$ cat src/rtl/crg_pkg.sv
package crg_pkg;
    localparam int unsigned DEF_PORTS = 4;
    localparam int unsigned DEF_MAX   = 2;

    function automatic int unsigned wrap_inc(input int unsigned v, input int unsigned depth);
        return (v + 1 >= depth) ? 0 : v + 1;
    endfunction
endpackage

$ cat src/rtl/crg_credit_counter.sv
module crg_credit_counter #(
    parameter int unsigned MAX_OUT = crg_pkg::DEF_MAX
) (
    input  logic clk,
    input  logic rst_n,
    input  logic issue_req,
    input  logic cpl_valid,
    output logic full,
    output logic issue_grant,
    output logic dec_fire,
    output logic free_next
);
    localparam int unsigned CW = $clog2(MAX_OUT + 1);

    typedef struct packed {
        logic [CW-1:0] cnt;
    } cnt_state_t;

    cnt_state_t s_d, s_q;

    assign full        = (s_q.cnt == CW'(MAX_OUT));
    assign issue_grant = issue_req && !full;
    assign dec_fire    = cpl_valid && (s_q.cnt != '0);

    always_comb begin
        s_d = s_q;
        if (issue_grant && !dec_fire)      s_d.cnt = s_q.cnt + 1'b1;
        else if (!issue_grant && dec_fire) s_d.cnt = s_q.cnt - 1'b1;
    end

    assign free_next = (s_d.cnt < CW'(MAX_OUT));

    always_ff @(posedge clk or negedge rst_n) begin
        if (!rst_n) s_q <= '0;
        else        s_q <= s_d;
    end

    p_cnt_bounded_r1: assert property (@(posedge clk) disable iff (!rst_n)
        s_q.cnt <= CW'(MAX_OUT));
    p_no_grant_full_r3: assert property (@(posedge clk) disable iff (!rst_n)
        full |-> !issue_grant);
endmodule

$ cat src/rtl/crg_stall_queue.sv
module crg_stall_queue #(
    parameter int unsigned N_PORTS = crg_pkg::DEF_PORTS
) (
    input  logic               clk,
    input  logic               rst_n,
    input  logic [N_PORTS-1:0] refuse,
    input  logic               pop_en,
    output logic               head_valid,
    output logic [N_PORTS-1:0] retry
);
    localparam int unsigned IDW = (N_PORTS > 1) ? $clog2(N_PORTS) : 1;
    localparam int unsigned OW  = $clog2(N_PORTS + 1);

    typedef struct packed {
        logic [N_PORTS-1:0][IDW-1:0] slot;
        logic [IDW-1:0]              rd;
        logic [IDW-1:0]              wr;
        logic [OW-1:0]               occ;
        logic [N_PORTS-1:0]          member;
        logic [N_PORTS-1:0]          retry;
    } q_state_t;

    q_state_t s_d, s_q;

    assign head_valid = (s_q.occ != '0);
    assign retry      = s_q.retry;

    always_comb begin
        s_d       = s_q;
        s_d.retry = '0;
        if (pop_en && head_valid) begin
            s_d.retry[s_q.slot[s_q.rd]]  = 1'b1;
            s_d.member[s_q.slot[s_q.rd]] = 1'b0;
            s_d.rd  = IDW'(crg_pkg::wrap_inc(int'(s_q.rd), N_PORTS));
            s_d.occ = s_d.occ - 1'b1;
        end
        for (int i = 0; i < N_PORTS; i++) begin
            if (refuse[i] && !s_d.member[i]) begin
                s_d.slot[s_d.wr] = IDW'(i);
                s_d.member[i]    = 1'b1;
                s_d.wr  = IDW'(crg_pkg::wrap_inc(int'(s_d.wr), N_PORTS));
                s_d.occ = s_d.occ + 1'b1;
            end
        end
    end

    always_ff @(posedge clk or negedge rst_n) begin
        if (!rst_n) s_q <= '0;
        else        s_q <= s_d;
    end

    p_retry_onehot_r5: assert property (@(posedge clk) disable iff (!rst_n)
        $onehot0(s_q.retry));
    p_member_occ_r4: assert property (@(posedge clk) disable iff (!rst_n)
        $countones(s_q.member) == int'(s_q.occ));
endmodule

$ cat src/rtl/credit_retry_gate.sv
module credit_retry_gate #(
    parameter int unsigned N_PORTS = crg_pkg::DEF_PORTS,
    parameter int unsigned MAX_OUT = crg_pkg::DEF_MAX
) (
    input  logic               clk,
    input  logic               rst_n,
    input  logic [N_PORTS-1:0] req_valid,
    output logic [N_PORTS-1:0] req_accept,
    output logic [N_PORTS-1:0] req_reject,
    output logic [N_PORTS-1:0] retry,
    input  logic               issue_req,
    output logic               issue_grant,
    input  logic               cpl_valid
);
    logic full, dec_fire, free_next, head_valid, pop_en;

    crg_credit_counter #(.MAX_OUT(MAX_OUT)) i_cnt (
        .clk(clk), .rst_n(rst_n), .issue_req(issue_req), .cpl_valid(cpl_valid),
        .full(full), .issue_grant(issue_grant), .dec_fire(dec_fire),
        .free_next(free_next)
    );

    assign req_accept = full ? '0 : req_valid;
    assign req_reject = full ? req_valid : '0;
    assign pop_en     = dec_fire && free_next && head_valid;

    crg_stall_queue #(.N_PORTS(N_PORTS)) i_q (
        .clk(clk), .rst_n(rst_n), .refuse(req_reject), .pop_en(pop_en),
        .head_valid(head_valid), .retry(retry)
    );

    p_retry_after_cpl_r5: assert property (@(posedge clk) disable iff (!rst_n)
        (|retry) |-> $past(cpl_valid));
    p_reject_blocks_grant_r2: assert property (@(posedge clk) disable iff (!rst_n)
        (|req_reject) |-> !issue_grant);
    p_accept_reject_excl_r2: assert property (@(posedge clk) disable iff (!rst_n)
        (req_accept & req_reject) == '0);
endmodule

$ cat config.mk
export PLATFORM = sky130hd
export DESIGN_NAME = credit_retry_gate
export DESIGN_NICKNAME = d
export VERILOG_FILES = /design/src/rtl/crg_pkg.sv /design/src/rtl/crg_credit_counter.sv /design/src/rtl/crg_stall_queue.sv /design/src/rtl/credit_retry_gate.sv
export SDC_FILE = /design/constraint.sdc
export NUM_CORES = 1
export LEC_CHECK = 0
export BUFFER_PORTS_ARGS = -buffer_cell sky130_fd_sc_hd__buf_4
export CAP_MARGIN = 20
export CELL_PAD_IN_SITES_DETAIL_PLACEMENT = 1
export CELL_PAD_IN_SITES_GLOBAL_PLACEMENT = 2
export CORE_AREA = 2 2 112 60
export DETAILED_ROUTE_END_ITERATION = 6
export DIE_AREA = 0 0 114 62
export PLACE_DENSITY = 0.85
export SLEW_MARGIN = 20
export SYNTH_ARGS = -nofsm -noshare
export SYNTH_HDL_FRONTEND = slang
export SYNTH_SLANG_ARGS = --single-unit
$ cat constraint.sdc
create_clock -name clk -period 4.3 [get_ports clk]
set_input_delay 0.86 -clock clk [delete_from_list [all_inputs] [get_ports clk]]
set_output_delay 0.86 -clock clk [all_outputs]
set_load 0.02 [all_outputs]
== Word-level counts from Yosys, hierarchy flattened ==
Index checks and enable logic that the tools add are counted.
Widths: inputs -> output; s select.
Storage, ports and cells
  output and inout bits: 13
  bits in registers: 25
  input port bits: 8
Operators by class
  equality and inequality tests: 1
  magnitude comparators: 17
  reductions and logical operators: 25
  multiplexer cells: 33
  bitwise operators: 11
  add/subtract/negate cells: 12
Operator list (number)
  $mux 8: 4
  $mux 2: 12
  $lt 2x3->1 const B: 6
  $demux 2 s2: 4
  $logic_and 1x1->1: 16
  $add 2x1->3 const B: 5
  $ge 3x3->1 const B: 5
  $mux 5: 3
  $add 3x1->3 const B: 4
  $and 4x4->4: 3
  $not 4->4: 3
  $mux 11: 1
  $ge 2x1->1 const B: 5
  $and 8x8->8: 1
  $mux 4: 2
  $not 8->8: 1
  $or 4x4->4: 2
  $or 8x8->8: 1
  $logic_not 1->1: 7
  $mux 6: 1
  $bmux 2 s2: 1
  $mux 1: 4
  $reduce_bool 3->1: 1
  $sub 3x1->3 const B: 1
  6 further kinds: 6

== Logic depth before layout (Yosys ltp) ==
  depth after elaboration: 29
  gate-level depth with buffers: 23
  mapped depth without buffers: 23

== By module ==
A second synthesis with hierarchy kept.
Unflattened totals
  cell total of the unflattened synthesis: 187
  area, all modules: 1904.3 sq um
Modules (own cells, without submodules)
  crg_stall_queue: seq. area each 575.6 sq um, instances 1, cells an instance 158, area each 1662.8 sq um
  crg_credit_counter: seq. area each 50.0 sq um, instances 1, cells an instance 20, area each 185.2 sq um
  credit_retry_gate: seq. area each 0.0 sq um, instances 1, cells an instance 9, area each 56.3 sq um

== Worst setup path after synthesis ==
No wires, ideal clock.
  kind: input-to-reg
  start: input port issue_req
  end: register i_q.s_q[10] (netlist bit)
  stages: 20
  buffers on the path: 0
  slack: -103 ps
  data arrival time: 4278 ps
  data required time: 4175 ps
  path through: nand2b_1 inv_1 ha_1 o311ai_2 nor2_2 mux2_2 inv_1 ha_1 or2_2 a21oi_1 a311oi_2 inv_1 ha_1 nor2_1 a21oi_1 ha_1 nand2_1 xnor2_2 xnor2_1 xnor2_1
RTL lines
  start, declared: line credit_retry_gate.sv:11  | input logic issue_req,
  end signal, assigned: line crg_stall_queue.sv:48  | if (!rst_n) s_q <= '0;
  end signal, assigned: line crg_stall_queue.sv:49  | else s_q <= s_d;
  end, declared: line crg_stall_queue.sv:23  | q_state_t s_d, s_q;

==> results.md <==
* Cell at the root of the clock tree: sky130_fd_sc_hd__clkbuf_16
* Int Pwr at 1112 uW
* Setup repair after global routing missed its margin: no
* Yosys synthesis warning count at 0
* Total power at 2024 uW
* Cell types with the largest area share after synthesis: sky130_fd_sc_hd__dfrtp_1 31%, sky130_fd_sc_hd__ha_1 16%, sky130_fd_sc_hd__nand2_1 6.0%
* Area of the die at 7068 um^2
* Peak fanout along the critical path at 5
* Initial core utilization at 31.91%
* Global-route wire length before repair at 7921 um
* Standard-cell rows at 21
* Leading cell type in the layout, fill and taps excluded: sky130_fd_sc_hd__buf_4
* FMAX at around 0.25 GHz
* Number of CTS-inserted buffers at 3
* Syn avg cell area at 9.929 um^2
* Number of H-tree levels at 1
* Arrival time of data at the critical path endpoint at approximately 4.2 ns
* DRC violation count after routing at 0
* Share of power burned in registers at 20.4%
* Die X-Extent at 114 um
* P per Cell Area at 820.2 nW/um^2
* Worst slack after detailed placement at -0.1474 ns
* Hold violation total from the final report at 0
* Synth cell types at 45
* Number of pins with negative max-slew slack in the final report at 0
* Vias in the first global route at 1470
* Net switching share of the total power at 45.03%
* Number of nets with antenna violations after detailed routing at 0
* Wirelength per Cell at about 15 um
* First-pass detailed-route iteration total at 4
* Combinational share of power at 68.9%
* Actual slew at the worst max-slew pin at 0.5260 ns
* Most used flip-flop cell after synthesis: sky130_fd_sc_hd__dfrtp_1
* Final number of setup-violating endpoints at 0
* Antenna violations before repair at 0
* Tcrit/Tclk final at 93.72%
* Worst Setup Start Kind: input port
* Worst Hold Margin at between 0.4 and 0.5 ns
* Library cell occupying the most area in the post-synthesis netlist: sky130_fd_sc_hd__dfrtp_1
* First-iteration detailed-routing DRC count at 65
* Clock Pin Slew Worst Setup and Hold Paths at 0.07 ns
* Normalized max-slew margin at between 60% and 70%
* Portion of total power attributed to the clock network at 10.7%
* Leading cell types in the layout, fill and taps excluded: 42 x sky130_fd_sc_hd__buf_4, 32 x sky130_fd_sc_hd__nand2_1, 25 x sky130_fd_sc_hd__dfrtp_1
* Sw Pwr at 911.4 uW
* Sinks on the clock net at 25
* Hold Crit Class: input port to async pin
* Async SR Flop Fraction at between 90% and 100%
* Status: completed
* Area Growth Syn to Fin at 23.64%
* Post-Syn Instances at approximately 200
* Largest net degree at the start of global routing at 26
* Number of synthesized flops with an enable pin at 0
* Gp weighted congestion at 0.7927
* Post-detailed-routing wire length at 4897 um
* Grt total ovfl at 0
* Combined flip-flop and latch cell area at 625.6 um^2
* Vias per cell at 4.578
* Vertical extent of the die at 62 um
* Half-perimeter wire length of the detailed placement result at 4033 um
* TritonCTS clock tree: done
* Post-synth net total at 235
* Post-route clock skew at 0.001190 ns
* Clk Latency, worst-skew pair at 0.26 ns
* Maximum vdd ir drop at between 0.0002 and 0.0003 V
* Share of the synthesized area in the top cell type at 31.35%
* Maximum number of buffers from clock root to sink at 2
* Mapped Area at 1996 um^2
* Nets at 275
* Kind of critical path: input port to flop
* Layout fillers at 703
* FF+latch count, synth at 25
* Total via count after detailed routing at 1465
* Footprint of the multi-input gates at ~1300 um^2
* Count of antenna diodes in the layout at 0
* Element type at the critical path end: flop
* Count of port buffers added during placement at 20
* Fraction of layout cells with a size suffix above 1 at between 30% and 40%
* Total negative slack at 0 ns
* Core Box Area at 6254 um^2
* Worst setup margin at 0.2702 ns
* Total GRT Usage at 15.04%
* Io pins at 21
* Utilization after layout at 39.46%
* Leak at approximately 0.0012 uW
* Share of the yosys chip area belonging to registers at 31.35%
* Max-cap viol count at 0
* Shortest clock period the worst path allows after layout at 4.030 ns
* Data required, critical path at about 4.5 ns
-- per-stage QoR --
stage / instance area, um^2 / cells
after floorplan: 2011 / 201
after global placement: 2337 / 313
after detailed placement: 2337 / 313
after CTS: 2420 / 317
after global routing: 2467 / 320
final: 2467 / 320
-- layout make-up --
type | instances | share of cell area (%)
multi-input combinational | 151 | 51.72
sequential | 25 | 25.35
timing repair buffer | 42 | 12.78
tap | 80 | 4.057
clock buffer | 3 | 3.043
inverter | 18 | 2.738
clock inverter | 1 | 0.3043
-- worst max-delay path, cell delays in order --
cell	delay, ns
sky130_fd_sc_hd__buf_4	0.11
sky130_fd_sc_hd__nand2b_1	0.09
sky130_fd_sc_hd__inv_1	0.07
sky130_fd_sc_hd__ha_2	0.19
sky130_fd_sc_hd__nor2_2	0.16
sky130_fd_sc_hd__o311ai_4	0.13
sky130_fd_sc_hd__buf_4	0.19
sky130_fd_sc_hd__o41ai_4	0.38
sky130_fd_sc_hd__and2_4	0.21
sky130_fd_sc_hd__maj3_1	0.15
sky130_fd_sc_hd__nor2_1	0.05
sky130_fd_sc_hd__a311oi_2	0.32
sky130_fd_sc_hd__inv_1	0.09
sky130_fd_sc_hd__ha_1	0.32
sky130_fd_sc_hd__nor2_1	0.05
sky130_fd_sc_hd__a21oi_1	0.15
sky130_fd_sc_hd__ha_1	0.16
sky130_fd_sc_hd__nand2_1	0.08
sky130_fd_sc_hd__xnor2_2	0.16
sky130_fd_sc_hd__xnor2_1	0.13
sky130_fd_sc_hd__xnor2_1	0.12
-- kinds of logic after synthesis --
logic type | count (synthesis) | share of synthesized area (%)
AO/OA/AOI/OAI | 22 | 10.72
XOR/XNOR | 15 | 9.969
adder cells (fa/ha/maj) | 27 | 16.80
buffers and inverters | 25 | 6.709
flip-flops | 25 | 31.35
multiplexers | 6 | 4.451
AND/OR/NAND/NOR | 81 | 20.00
-- flip-flops by register name, summed over array words and instances (netlist names) --
| signal | cells |
|---|---|
| i_q.s_q | 19 |
| i_cnt.s_q | 2 |
| i_q.retry | 4 |
-- power by group through the flow --
stage               Sequential, uW  Clock (uW)  Combinational (uW)
floorplan                      388           0                 943
global placement               415           0                1290
detailed placement             416           0                1340
CTS                            413         219                1350
global route                   426         231                1540
finish                         414         216                1390
-- final timing paths --
| kind | from | endpoint | slack, ns | depth (start not counted) |
|---|---|---|---|---|
| setup / recovery | cpl_valid | i_q.s_q[10] | 0.27 | 21 |
| hold / removal | rst_n | i_q.retry[1] | 0.50 | 1 |
| setup reg to reg | i_cnt.s_q[0] | i_q.s_q[10] | 0.29 | 23 |
| hold reg to reg | i_cnt.s_q[0] | i_cnt.s_q[0] | 0.52 | 2 |
| max in group asynchronous | rst_n | i_q.s_q[11] | 3.55 | 1 |
| min in group clk | i_cnt.s_q[0] | i_cnt.s_q[0] | 0.52 | 2 |
-- cells in the mapped netlist, drive strengths merged, types with 5 or more instances --
library cell / n
nand2: 34
ha: 26
dfrtp: 25
inv: 18
xnor2: 13
nor2: 12
and2: 8
a21oi: 7
buf: 7
nand3: 7
nand2b: 5
nor2b: 5
-- routing by layer --
| layer | routed length, um | up-vias | share of wire (%) | track usage (%) |
|---|---|---|---|---|
| met5 | 0 | - | 0 | 0 |
| met4 | 23 | 0 | 0.47 | 2.091 |
| met3 | 239 | 4 | 4.9 | 2.619 |
| met2 | 1830 | 25 | 37 | 21.43 |
| met1 | 2804 | 697 | 57 | 23.93 |
| li1 | - | 739 | - | - |
-- repair_timing --
item / in CTS / in global routing
buffers inserted: 0 / 3
gates resized for setup: 0 / 6
hold buffers: 0 / 0
endpoints found under the setup margin: 0 / 6
Note: power is estimated with default switching activity, not from simulation.
